`config.mk`:
```
export PLATFORM = sky130hd
export DESIGN_NAME = snoop_wb_sched
export DESIGN_NICKNAME = d
export VERILOG_FILES = /design/src/rtl/snoop_wb_pkg.sv /design/src/rtl/snoop_wb_outst.sv /design/src/rtl/snoop_wb_dly.sv /design/src/rtl/snoop_wb_beats.sv /design/src/rtl/snoop_wb_sched.sv
export SDC_FILE = /design/constraint.sdc
export NUM_CORES = 1
export LEC_CHECK = 0
export BUFFER_PORTS_ARGS = -buffer_cell sky130_fd_sc_hd__buf_4
export CAP_MARGIN = 15
export CORE_ASPECT_RATIO = 1.5
export CORE_MARGIN = 1
export CORE_UTILIZATION = 46
export DETAILED_ROUTE_END_ITERATION = 6
export HOLD_SLACK_MARGIN = 0.15
export MAX_ROUTING_LAYER = met4
export PLACE_DENSITY_LB_ADDON = 0.05
export SYNTH_ARGS = -nofsm -noshare
export SYNTH_HDL_FRONTEND = slang
export SYNTH_SLANG_ARGS = --single-unit
```
`constraint.sdc`:
```
create_clock -name clk -period 2.2 [get_ports clk]
set_input_delay 0.33 -clock clk [delete_from_list [all_inputs] [get_ports clk]]
set_output_delay 0.33 -clock clk [all_outputs]
set_load 0.05 [all_outputs]
```
`src/rtl/snoop_wb_pkg.sv`:
```
package snoop_wb_pkg;

  typedef enum logic [1:0] {
    PH_IDLE  = 2'd0,
    PH_WAIT  = 2'd1,
    PH_DELAY = 2'd2,
    PH_BURST = 2'd3
  } wb_phase_e;

endpackage

```
`src/rtl/snoop_wb_outst.sv`:
```
// Tracks ordinary bus cycles in flight; saturating count.
module snoop_wb_outst #(
  parameter int MAX_OUT = 3,
  localparam int CW     = $clog2(MAX_OUT + 1)
) (
  input  logic          clk,
  input  logic          rst_n,
  input  logic          issue,
  input  logic          retire,
  output logic [CW-1:0] count,
  output logic          drained
);

  logic [CW-1:0] count_q, count_d;

  always_comb begin
    count_d = count_q;
    if (issue && !retire) begin
      if (count_q != CW'(MAX_OUT)) count_d = count_q + CW'(1);
    end else if (retire && !issue) begin
      if (count_q != '0) count_d = count_q - CW'(1);
    end
  end

  always_ff @(posedge clk or negedge rst_n) begin
    if (!rst_n) count_q <= '0;
    else        count_q <= count_d;
  end

  assign count   = count_q;
  assign drained = (count_q == '0) ||
                   ((count_q == CW'(1)) && retire && !issue);

  AST_OUTST_CAP: assert property (@(posedge clk) disable iff (!rst_n)
    count_q <= CW'(MAX_OUT));
  AST_OUTST_SAT: assert property (@(posedge clk) disable iff (!rst_n)
    (count_q == CW'(MAX_OUT)) && issue && !retire |=> count_q == CW'(MAX_OUT));

endmodule

```
`src/rtl/snoop_wb_dly.sv`:
```
// Start-delay timer: counts from 1 up to START_DLY once armed.
module snoop_wb_dly #(
  parameter int START_DLY = 2,
  localparam int CW       = $clog2(START_DLY + 1)
) (
  input  logic clk,
  input  logic rst_n,
  input  logic arm,
  input  logic run,
  output logic expired
);

  logic [CW-1:0] cnt_q, cnt_d;

  always_comb begin
    cnt_d = cnt_q;
    if (arm)                                  cnt_d = CW'(1);
    else if (run && cnt_q != CW'(START_DLY))  cnt_d = cnt_q + CW'(1);
  end

  always_ff @(posedge clk or negedge rst_n) begin
    if (!rst_n) cnt_q <= '0;
    else        cnt_q <= cnt_d;
  end

  assign expired = run && (cnt_q == CW'(START_DLY));

  AST_DLY_RANGE: assert property (@(posedge clk) disable iff (!rst_n)
    run |-> (cnt_q >= CW'(1)) && (cnt_q <= CW'(START_DLY)));

endmodule

```
`src/rtl/snoop_wb_beats.sv`:
```
// Burst beat sequencer: fixed ascending beat order, low address bits from the beat index.
module snoop_wb_beats #(
  parameter int ADDR_W     = 32,
  parameter int BEATS      = 4,
  parameter int BEAT_BYTES = 8,
  localparam int BW        = $clog2(BEATS),
  localparam int BBW       = $clog2(BEAT_BYTES),
  localparam int OFF       = BW + BBW
) (
  input  logic              clk,
  input  logic              rst_n,
  input  logic              clear,
  input  logic              advance,
  input  logic [ADDR_W-1:OFF] line,
  output logic [ADDR_W-1:0] addr,
  output logic              last
);

  logic [BW-1:0] beat_q, beat_d;

  always_comb begin
    beat_d = beat_q;
    if (clear)        beat_d = '0;
    else if (advance) beat_d = beat_q + BW'(1);
  end

  always_ff @(posedge clk or negedge rst_n) begin
    if (!rst_n) beat_q <= '0;
    else        beat_q <= beat_d;
  end

  assign addr = {line, beat_q, {BBW{1'b0}}};
  assign last = (beat_q == BW'(BEATS - 1));

  AST_BEAT_STEP: assert property (@(posedge clk) disable iff (!rst_n)
    advance && !clear && !last |=> addr[OFF-1:0] == $past(addr[OFF-1:0]) + OFF'(BEAT_BYTES));
  AST_BEAT_HOLD: assert property (@(posedge clk) disable iff (!rst_n)
    !advance && !clear |=> $stable(addr[OFF-1:0]));

endmodule

```
`src/rtl/snoop_wb_sched.sv`:
```
module snoop_wb_sched
  import snoop_wb_pkg::*;
#(
  parameter int ADDR_W     = 32,
  parameter int START_DLY  = 2,
  parameter int MAX_OUT    = 3,
  parameter int BEATS      = 4,
  parameter int BEAT_BYTES = 8,
  localparam int OFF       = $clog2(BEATS) + $clog2(BEAT_BYTES),
  localparam int OCW       = $clog2(MAX_OUT + 1)
) (
  input  logic              clk,
  input  logic              rst_n,
  input  logic              hitm_req,
  input  logic [ADDR_W-1:0] snoop_addr,
  input  logic              flush_now,
  input  logic              cyc_issue,
  input  logic              cyc_retire,
  input  logic              beat_rdy,
  input  logic              addr_hold,
  input  logic              ctl_float,
  output logic              wb_start,
  output logic              wb_busy,
  output logic [ADDR_W-1:0] wb_addr,
  output logic              addr_oe,
  output logic              wb_done
);

  wb_phase_e             phase_q, phase_d;
  logic [ADDR_W-1:OFF]   line_q;
  logic                  flush_q;
  logic                  accept, may_go, arm, expired, drained, last_beat;
  logic [OCW-1:0]        out_cnt;
  logic                  unused_low;

  assign unused_low = ^snoop_addr[OFF-1:0];

  snoop_wb_outst #(.MAX_OUT(MAX_OUT)) u_outst (
    .clk     (clk),
    .rst_n   (rst_n),
    .issue   (cyc_issue),
    .retire  (cyc_retire),
    .count   (out_cnt),
    .drained (drained)
  );

  snoop_wb_dly #(.START_DLY(START_DLY)) u_dly (
    .clk     (clk),
    .rst_n   (rst_n),
    .arm     (arm),
    .run     (phase_q == PH_DELAY),
    .expired (expired)
  );

  snoop_wb_beats #(
    .ADDR_W     (ADDR_W),
    .BEATS      (BEATS),
    .BEAT_BYTES (BEAT_BYTES)
  ) u_beats (
    .clk     (clk),
    .rst_n   (rst_n),
    .clear   (phase_q != PH_BURST),
    .advance ((phase_q == PH_BURST) && beat_rdy),
    .line    (line_q),
    .addr    (wb_addr),
    .last    (last_beat)
  );

  assign accept = (phase_q == PH_IDLE) && hitm_req;
  assign may_go = drained || ((phase_q == PH_IDLE) ? flush_now : flush_q);
  assign arm    = (accept && may_go) || ((phase_q == PH_WAIT) && may_go);

  always_comb begin
    phase_d = phase_q;
    unique case (phase_q)
      PH_IDLE:  if (hitm_req) phase_d = may_go ? PH_DELAY : PH_WAIT;
      PH_WAIT:  if (may_go)   phase_d = PH_DELAY;
      PH_DELAY: if (expired && !ctl_float) phase_d = PH_BURST;
      PH_BURST: if (beat_rdy && last_beat) phase_d = PH_IDLE;
      default:  phase_d = PH_IDLE;
    endcase
  end

  always_ff @(posedge clk or negedge rst_n) begin
    if (!rst_n) begin
      phase_q <= PH_IDLE;
      line_q  <= '0;
      flush_q <= 1'b0;
    end else begin
      phase_q <= phase_d;
      if (accept) begin
        line_q  <= snoop_addr[ADDR_W-1:OFF];
        flush_q <= flush_now;
      end
    end
  end

  assign wb_start = (phase_q == PH_DELAY) && expired && !ctl_float;
  assign wb_busy  = (phase_q != PH_IDLE);
  assign wb_done  = (phase_q == PH_BURST) && beat_rdy && last_beat;
  assign addr_oe  = (wb_start || (phase_q == PH_BURST)) && !addr_hold;

  AST_NO_PIPELINE: assert property (@(posedge clk) disable iff (!rst_n)
    wb_start && !flush_q |-> out_cnt == '0);
  AST_START_PULSE: assert property (@(posedge clk) disable iff (!rst_n)
    wb_start |=> !wb_start);
  AST_START_BEAT0: assert property (@(posedge clk) disable iff (!rst_n)
    wb_start |-> wb_addr[OFF-1:0] == '0);
  AST_DONE_ENDS: assert property (@(posedge clk) disable iff (!rst_n)
    wb_done |=> !wb_busy);
  AST_OE_IN_BURST: assert property (@(posedge clk) disable iff (!rst_n)
    addr_oe |-> wb_busy);
  AST_BUSY_HOLDS_LINE: assert property (@(posedge clk) disable iff (!rst_n)
    wb_busy && $past(wb_busy) |-> $stable(wb_addr[ADDR_W-1:OFF]));

endmodule

```
==> summary.md, run 1 <==
| Metric | Value |
|---|---|
| Number of setup buffers added after CTS | `0` |
| Startpoint Class | `flop` |
| Pins Over Slew Limit | `0` |
| Outcome | `finished clean` |
| IO Pins | `77` |
| ANT nets after route | `0` |
| Drt via density | `4.99` |
| Worst flop-to-flop path startpoint | `phase_q[0]` |
| Max cap viols | `0` |
| R2R setup slack | `0.23 ns` |
| Leakage | `1.17 nW` |
| Layout cell share with drive strength beyond 1 | `52.5%` |
| CP arrival | `2.14 ns` |
| CTS buffer count | `5` |
| Top cell type's share of synthesized area | `54.1%` |
| Yosys warning count | `0` |
| Async set-reset flop share out of synthesis | `100%` |
| Dominant cell type by area after synthesis | `dfrtp_1` |
| Min Tclk post-route | `1.97 ns` |
| Core Footprint | `3420 um2` |
| Sequential share of the synthesized area | `54.1%` |
| Fin nets | `252` |
| Synth area leaders | `dfrtp_1 (54%), mux2_2 (19%), ha_1 (7.5%)` |
| Max Root-Sink Buffers | `2` |
| Peak Freq | `507 MHz` |
| TritonCTS clock tree | `done` |
| Most used DFF post-synth | `dfrtp_1` |
| Gate Count Post-Synth | `127` |
| Clk root buf | `clkbuf_8` |
| Vias in the first global route | `1,259` |
| Design Power | `4.10 mW` |
| Die span in y | `75.7 um` |
| Period utilization | `89.7%` |
| Power per cell area | `1770 nW/um2` |
| Die area | `3870 um2` |
| Crit Reg-Reg Endpoint | `phase_q[0]` |
| Post-detail-place hpwl | `2.56 mm` |
| Worst-Skew Late Latency | `0.28 ns` |
| Yosys cell types | `26` |
| Initial antenna violation count | `0` |
| IO Port Bufs | `68` |
| Mean Syn Cell Area | `13.1 um2` |
| Beginning of the worst hold path | `snoop_addr[11]` |
| Max FO, Critical Path | `5` |
| Setup crit end kind | `flop` |
| RSZ-0062 raised after global routing | `false` |
| Avg WL per Cell | `13.7 um` |
| Final wirelength | `3.35 mm` |
| Worst VDD drop | `0.00110 V` |
| H-tree lvl count | `2` |
| Worst Hold End | `line_q[11]` |
| Synth-to-Final Area Change | `39.4%` |
| GP Congestion | `0.752` |
| Count leader, synth | `dfrtp_1` |
| Cell Area, Synth | `1660 um2` |
| Num rows | `26` |
| Worst path required time | `2.37 ns` |
| DR vias | `1,217` |
| First-pass GRT wire length | `5.33 mm` |
| Die width | `51.1 um` |
| Initial Utilization | `48.7%` |
| Worst hold path class | `input port to flop` |
| TritonCTS Sinks | `36` |
| Synth Register Bits | `36` |
| Crit path kind | `flop to flop` |
| Fin. Hold Viols | `0` |
| R2r worst-path depth | `6` |
| GRT overflow | `0` |
| Gr usage total | `19.7%` |
| ANT cells | `0` |
| WHS Path Cells | `2` |
| DRC | `0` |
| # setup viols final | `0` |
| TritonRoute pass-1 iters | `4` |
| Largest net degree at the start of global routing | `37` |
| Commonest cells post-synth | `dfrtp_1 (36), mux2_2 (28), ha_1 (10)` |
| # fillers | `288` |
| Final clock skew | `0.00422 ns` |
| Clock slew seen by the registers of the worst setup and hold paths | `0.07 ns` |
| Post-route setup TNS | `0 ns` |
| Iter 0 DRT Violations | `15` |
| Number of flops mapped to enable cells by yosys | `0` |
==> sequential cells by signal, indices dropped and copies added, names as in the netlist <==
signal and count:
flush_q 1, u_beats.beat_q 2, line_q 27, u_dly.cnt_q 2, phase_q 2, u_outst.count 2
==> metal layers <==
layer  share of wire, %  GRT usage (%)  up-vias
li1                   -              -      577
met1                 35           18.9      599
met2                 58           36.1       34
met3                5.2           5.79        7
met4                1.8           8.33        0
met5                  0              -        -
==> critical path, cell delays in order, from the launching register on <==
cell     delay [ns]
dfrtp_1        0.41
inv_1          0.12
ha_1           0.27
mux2i_1        0.24
nor3b_2        0.25
a221o_1        0.23
mux2_1         0.33
==> how the worst max path moves through the flow <==
| stage | start | end | slack (ns) | cells past startpoint |
|---|---|---|---|---|
| floorplan | phase_q[0] | addr_oe | 0.15 | 6 |
| global placement | phase_q[0] | phase_q[0] | 0.25 | 6 |
| detailed placement | phase_q[0] | phase_q[0] | 0.12 | 6 |
| CTS | phase_q[0] | phase_q[0] | 0.08 | 6 |
| global route | phase_q[1] | phase_q[0] | 0.04 | 6 |
| finish | phase_q[0] | phase_q[0] | 0.23 | 6 |
==> cell families after synthesis <==
group           after synthesis  synth area share (%)
other cells                   1                 0.225
flops                        36                  54.1
buf+inv                      13                  3.76
compound gates               12                  5.41
simple gates                 20                  5.94
mux                          32                  21.4
fa+ha+maj                    10                  7.52
xor+xnor                      3                  1.58
==> power breakdown <==
group	leakage, nW	internal (mW)	total, mW	switching (mW)
registers	0.430	0.994	1.18	0.188
logic	0.691	0.899	2.45	1.55
clock network	0.0455	0.255	0.468	0.213
==> cells in the final DEF (no fill, tap or decap) <==
master and n:
mux2_1 1, clkbuf_8 6, clkbuf_1 2, conb_1 3
dfrtp_1 36, nor2_1 6, mux2_2 28, buf_4 69
a21oi_1 2, nand2_1 4, nand2b_1 2, o32ai_1 2
inv_1 8, and3b_1 1, a22o_1 2, dlygate4sd3_1 1
nor2_2 2, and3_1 1, o21ai_0 1, nor2b_1 2
and2_1 1, a221o_1 1, xor2_1 1, o31ai_1 2
mux2i_1 3, nor3b_2 1, ha_1 10, xnor2_1 2
a22oi_1 2
==> what timing repair did <==
action,4_1_cts,5_1_grt
endpoints found under the hold margin,36,0
resized for setup,0,1
hold buffers,1,0
setup endpoints to repair,0,1
==> cell type report <==
type	instances	area (um2)	area share [%]
clock buffer	8	90.1	3.88
tap	42	52.6	2.27
inverter	8	30.0	1.29
sequential	36	901	38.8
multi-input combinational	80	718	31.0
timing repair buffer	70	528	22.8
==> stage by stage <==
step	utilization [%]	std cells	cell area, um2	hold WS, ns	worst slack, ns
global placement	64.8	235	2210	0.308	0.247
global route	67.9	244	2320	0.267	0.0427
detailed placement	64.8	235	2210	0.317	0.123
floorplan	-	129	1680	0.0344	0.150
finish	67.9	244	2320	0.278	0.227
CTS	67.8	244	2310	0.264	0.0836
No activity file was read; power rests on OpenSTA's default activity.
==> run 2, diff against run 1 <==
CELL_PAD_IN_SITES_DETAIL_PLACEMENT = 0   (was unset)
CELL_PAD_IN_SITES_GLOBAL_PLACEMENT = 1   (was unset)
CORE_UTILIZATION = 35   (was 46)
GPL_TIMING_DRIVEN = 0   (was unset)
==> run 2 against run 1 <==
Hold slack got worse by 0.00052 ns. Highest routed layer unchanged. Via count about the same. Die area increased by 30%. Utilization decreased by 16 points. Clock-buffer cell count decreased by 2. Wire length increased by 2.0%. Clock power decreased by 9.0%. Critical path depth unchanged. Combinational power about the same. Sequential cell count unchanged.
==> summary.md, run 2 (synthesis gave the netlist of run 1 again) <==
| Metric | Value |
|---|---|
| GR peak layer | `met2` |
| Buffers and inverters on the worst path | `1` |
| Post-route setup TNS | `0 ns` |
| Die area | `5040 um2` |
| DRC | `0` |
| Worst hold path class | `input port to flop` |
| Layout cell share with drive strength beyond 1 | `53.7%` |
| ANT cells | `0` |
| GRT overflow | `0` |
| H-tree lvl count | `2` |
| Peak Freq | `496 MHz` |
| Critical path's top delay family | `multiplexers` |
| Drt via density | `4.53` |
| Iter 0 DRT Violations | `44` |
| R2r worst-path depth | `6` |
| # setup viols final | `0` |
| Reg with most FFs | `line_q` |
| Design Power | `4.06 mW` |
| Crit path kind | `flop to flop` |
| Core Footprint | `4540 um2` |
| Synth-to-Final Area Change | `41.8%` |
| IO Pins | `77` |
| ANT nets after route | `0` |
| Initial antenna violation count | `0` |
| Die span in y | `86.5 um` |
| Num rows | `30` |
| Worst path slowest cell | `dfrtp_1` |
| Period utilization | `91.7%` |
| Gr usage total | `15.1%` |
| Final hold slack | `0.278 ns` |
| CTS buffer count | `5` |
| TritonRoute pass-1 iters | `3` |
| Vias in the first global route | `1,353` |
| Worst Hold End | `line_q[14]` |
| Setup crit end kind | `flop` |
| Clock slew seen by the registers of the worst setup and hold paths | `0.07 ns` |
| Max Root-Sink Buffers | `2` |
| Worst-Skew Late Latency | `0.28 ns` |
| Beginning of the worst hold path | `snoop_addr[14]` |
| Final clock skew | `0.00501 ns` |
| Avg WL per Cell | `12.7 um` |
| Largest register FFs | `27` |
| Worst flop-to-flop path startpoint | `phase_q[0]` |
| Post-detail-place hpwl | `2.70 mm` |
| Fin. Hold Viols | `0` |
| Power per cell area | `1720 nW/um2` |
| GP Congestion | `0.762` |
| WHS Path Cells | `2` |
| Grt met1 use | `14.7%` |
| Min Tclk post-route | `2.02 ns` |
| TritonCTS Sinks | `36` |
| Worst VDD drop | `0.000920 V` |
| Die width | `58.3 um` |
| Leakage | `1.18 nW` |
| Met2 Usage GRT | `28.1%` |
| Crit Reg-Reg Endpoint | `phase_q[0]` |
| Largest net degree at the start of global routing | `37` |
| Worst-path cell chain | `inv_1 -> ha_1 -> mux2i_1 -> nor3b_2 -> a221o_1 -> mux2_1` |
| DR vias | `1,218` |
| Grt met3 use | `3.43%` |
| RSZ-0062 raised after global routing | `false` |
| Final wirelength | `3.41 mm` |
| Number of setup buffers added after CTS | `0` |
| Max cap viols | `0` |
| Most frequent cells in the layout | `buf_4 (71), dfrtp_1 (36), mux2_2 (28)` |
| First-pass GRT wire length | `5.61 mm` |
| Startpoint Class | `flop` |
| Max FO, Critical Path | `5` |
| Worst path required time | `2.35 ns` |
| Fin nets | `256` |
| Crit-path max cell delay | `0.42 ns` |
| IO Port Bufs | `68` |
| Clk root buf | `clkbuf_8` |
| R2R setup slack | `0.18 ns` |
| Commonest non-fill, non-tap cell in the layout | `buf_4` |
| Pins Over Slew Limit | `0` |
| CP arrival | `2.17 ns` |
| Outcome | `finished clean` |
| TritonCTS clock tree | `done` |
| Initial Utilization | `36.6%` |
==> run 2: cell count changes in the layout (fill, tap and decap cells not counted), sizes merged <==
cell	before	now
buf	69	73
clkbuf	8	6
clkinv	0	1
==> run 2: cell type report <==
| type | count | area, um2 |
|---|---|---|
| well taps | 64 | 80.1 |
| multi-input cells | 80 | 718 |
| inverters | 8 | 30.0 |
| flip-flops and latches | 36 | 901 |
| clock buffers | 6 | 72.6 |
| plain buffers | 5 | 32.5 |
| fillers | 425 | 2180 |
| repair buffers | 69 | 520 |
| clock inverters | 1 | 5.00 |
==> run 2: per-stage QoR <==
stage          cell area (um2)  setup slack, ns  cells  utilization, %
2_1_floorplan             1680            0.150    129               -
3_3_place_gp              2270            0.139    261            49.9
3_5_place_dp              2270            0.101    261            49.9
4_1_cts                   2350           0.0816    269            51.8
5_1_grt                   2360           0.0744    269            52.0
6_report                  2360            0.183    269            52.0
==> run 2: worst max-delay path by stage <==
| stage | to | start | slack (ns) | cells after the start |
|---|---|---|---|---|
| after floorplan | addr_oe | phase_q[0] | 0.15 | 6 |
| after global placement | phase_q[0] | phase_q[0] | 0.14 | 6 |
| after detailed placement | phase_q[0] | phase_q[0] | 0.10 | 6 |
| after CTS | phase_q[0] | phase_q[0] | 0.08 | 6 |
| after global routing | phase_q[0] | phase_q[1] | 0.07 | 6 |
| final | phase_q[0] | phase_q[0] | 0.18 | 6 |
==> run 2: worst register-to-register path, cell delays in order, from the launching register on <==
cell,delay [ns]
dfrtp_1,0.42
inv_1,0.13
ha_1,0.27
mux2i_1,0.26
nor3b_2,0.25
a221o_1,0.23
mux2_1,0.35
==> run 2: timing repair <==
action,4_1_cts,5_1_grt
resized for setup,0,1
endpoints found under the hold margin,36,0
hold buffers,1,0
endpoints found under the setup margin,0,1
==> run 2: report_power, final <==
group / switching, mW / internal, mW / total (mW)
Sequential: 0.188 / 0.994 / 1.18
Combinational: 1.55 / 0.902 / 2.46
Clock: 0.211 / 0.215 / 0.426
Total: 1.95 / 2.11 / 4.06
==> run 2: metal layers <==
layer / up-vias / share of wire, %
met5: - / 0
met4: 0 / 1.7
met3: 6 / 4.7
met2: 38 / 55
met1: 591 / 38
li1: 583 / -
==> run 3, diff against run 2 <==
GPL_TIMING_DRIVEN = unset   (was 0)
PLACE_DENSITY = 0.82   (was unset)
PLACE_DENSITY_LB_ADDON = unset   (was 0.05)
==> run 3 against run 2 <==
Clock power rose by 46%. Via count grew 0.90%. Non-clock buffer count decreased by 4. Sequential power about the same. Critical path depth stayed put. Critical path type unchanged. Critical endpoint unchanged. Largest cell class unchanged.
==> summary.md, run 3 (synthesis gave the netlist of run 1 again) <==
| Metric | Value |
|---|---|
| Outcome | `finished clean` |
| Max Root-Sink Buffers | `2` |
| Post-route setup TNS | `0 ns` |
| Clock slew seen by the registers of the worst setup and hold paths | `0.07 ns` |
| WHS Path Cells | `2` |
| Initial antenna violation count | `0` |
| Core Footprint | `4540 um2` |
| Post-route setup slack | `0.207 ns` |
| Drt via density | `4.62` |
| ANT cells | `0` |
| First-pass GRT wire length | `5.63 mm` |
| # fillers | `402` |
| Worst flop-to-flop path startpoint | `phase_q[0]` |
| Initial Utilization | `36.6%` |
| Crit path kind | `flop to flop` |
| R2R setup slack | `0.21 ns` |
| Area of the multi-input gates | `718 um2` |
| Worst Hold End | `line_q[22]` |
| Die width | `58.3 um` |
| Setup crit end kind | `flop` |
| CP arrival | `2.16 ns` |
| Worst-Skew Late Latency | `0.28 ns` |
| Most frequent cells in the layout | `buf_4 (69), dfrtp_1 (36), mux2_2 (28)` |
| Final core occ | `52.5%` |
| Min Tclk post-route | `1.99 ns` |
| Number of setup buffers added after CTS | `0` |
| Die area | `5040 um2` |
| Gr usage total | `15.0%` |
| # setup viols final | `0` |
| Crit Reg-Reg Endpoint | `phase_q[0]` |
| Fin nets | `252` |
| IO Port Bufs | `68` |
| Pins Over Slew Limit | `0` |
| Post-detail-place hpwl | `2.63 mm` |
| DR vias | `1,229` |
| R2r worst-path depth | `6` |
| Max cap viols | `0` |
| Max FO, Critical Path | `5` |
| Power per cell area | `1790 nW/um2` |
| Avg WL per Cell | `12.7 um` |
| DRC | `0` |
| Largest net degree at the start of global routing | `37` |
| Fin. Hold Viols | `0` |
| ANT nets after route | `0` |
| Peak Freq | `502 MHz` |
| CTS buffer count | `5` |
| TritonCTS Sinks | `36` |
| Vias in the first global route | `1,315` |
| Final clock skew | `0.00448 ns` |
| Layout cell share with drive strength beyond 1 | `53.5%` |
| Worst path required time | `2.36 ns` |
| Beginning of the worst hold path | `snoop_addr[22]` |
| Commonest non-fill, non-tap cell in the layout | `buf_4` |
| Largest register FFs | `27` |
| TritonRoute pass-1 iters | `4` |
| GP Congestion | `0.773` |
| Leakage | `1.19 nW` |
| Register area | `901 um2` |
| IO Pins | `77` |
| TritonCTS clock tree | `done` |
| Reg with most FFs | `line_q` |
| RSZ-0062 raised after global routing | `false` |
| Synth-to-Final Area Change | `43.2%` |
| Design Power | `4.25 mW` |
| H-tree lvl count | `2` |
| Iter 0 DRT Violations | `19` |
| Period utilization | `90.6%` |
| Worst VDD drop | `0.000912 V` |
| Num rows | `30` |
| Pre-CTS setup slack | `0.0983 ns` |
| Final wirelength | `3.37 mm` |
| Die span in y | `86.5 um` |
| Worst hold path class | `input port to flop` |
| Startpoint Class | `flop` |
| GRT overflow | `0` |
| Clk root buf | `clkbuf_8` |
run 3: changes by cell type in the layout (fill, tap and decap cells not counted):
cell,delta
clkinv_2,-1
buf_4,-2
bufinv_16,+1
clkbuf_1,-1
clkbuf_8,+2
buf_2,-2
run 3: how the worst max path moves through the flow:
stage	from	endpoint
finish	phase_q[0]	phase_q[0]
global route	phase_q[1]	phase_q[0]
CTS	phase_q[1]	phase_q[0]
detailed placement	phase_q[1]	phase_q[0]
global placement	phase_q[0]	phase_q[0]
floorplan	phase_q[0]	addr_oe
run 3: layer usage:
metal  global-route usage (%)  wire, um  vias to the layer above
li1                         -         -                      578
met1                     17.1      1250                      588
met3                     3.13       221                        8
met4                     5.84        65                        0
met5                        -         0                        -
met2                     25.5      1830                       55
run 3: worst max-delay path, stage by stage, from the launching register on:
cell	delay [ns]
dfrtp_1	0.42
inv_1	0.12
ha_1	0.25
mux2i_1	0.26
nor3b_2	0.26
a221o_1	0.22
mux2_1	0.34
run 3: report_power, final:
group,leakage [nW],total (mW),internal (mW),switching (mW)
logic,0.691,2.45,0.897,1.55
clock network,0.0645,0.622,0.400,0.223
registers,0.430,1.19,0.994,0.193
run 3: area by class of cell:
class | count | area share, %
repair buffers | 70 | 22.2
clock inverters | 1 | 1.26
inverters | 8 | 1.26
clock buffers | 7 | 4.04
multi-input cells | 80 | 30.1
flip-flops and latches | 36 | 37.8
well taps | 64 | 3.36
run 3: repair_timing:
item | CTS | global route
hold buffers | 1 | 0
resized for setup | 0 | 1
endpoints found under the hold margin | 36 | 0
setup endpoints to repair | 0 | 1
run 3: stage by stage:
step	hold slack (ns)	area, um2	cells
2_1_floorplan	0.0344	1680	129
3_3_place_gp	0.302	2240	257
3_5_place_dp	0.313	2240	257
4_1_cts	0.268	2380	266
5_1_grt	0.265	2380	266
6_report	0.276	2380	266
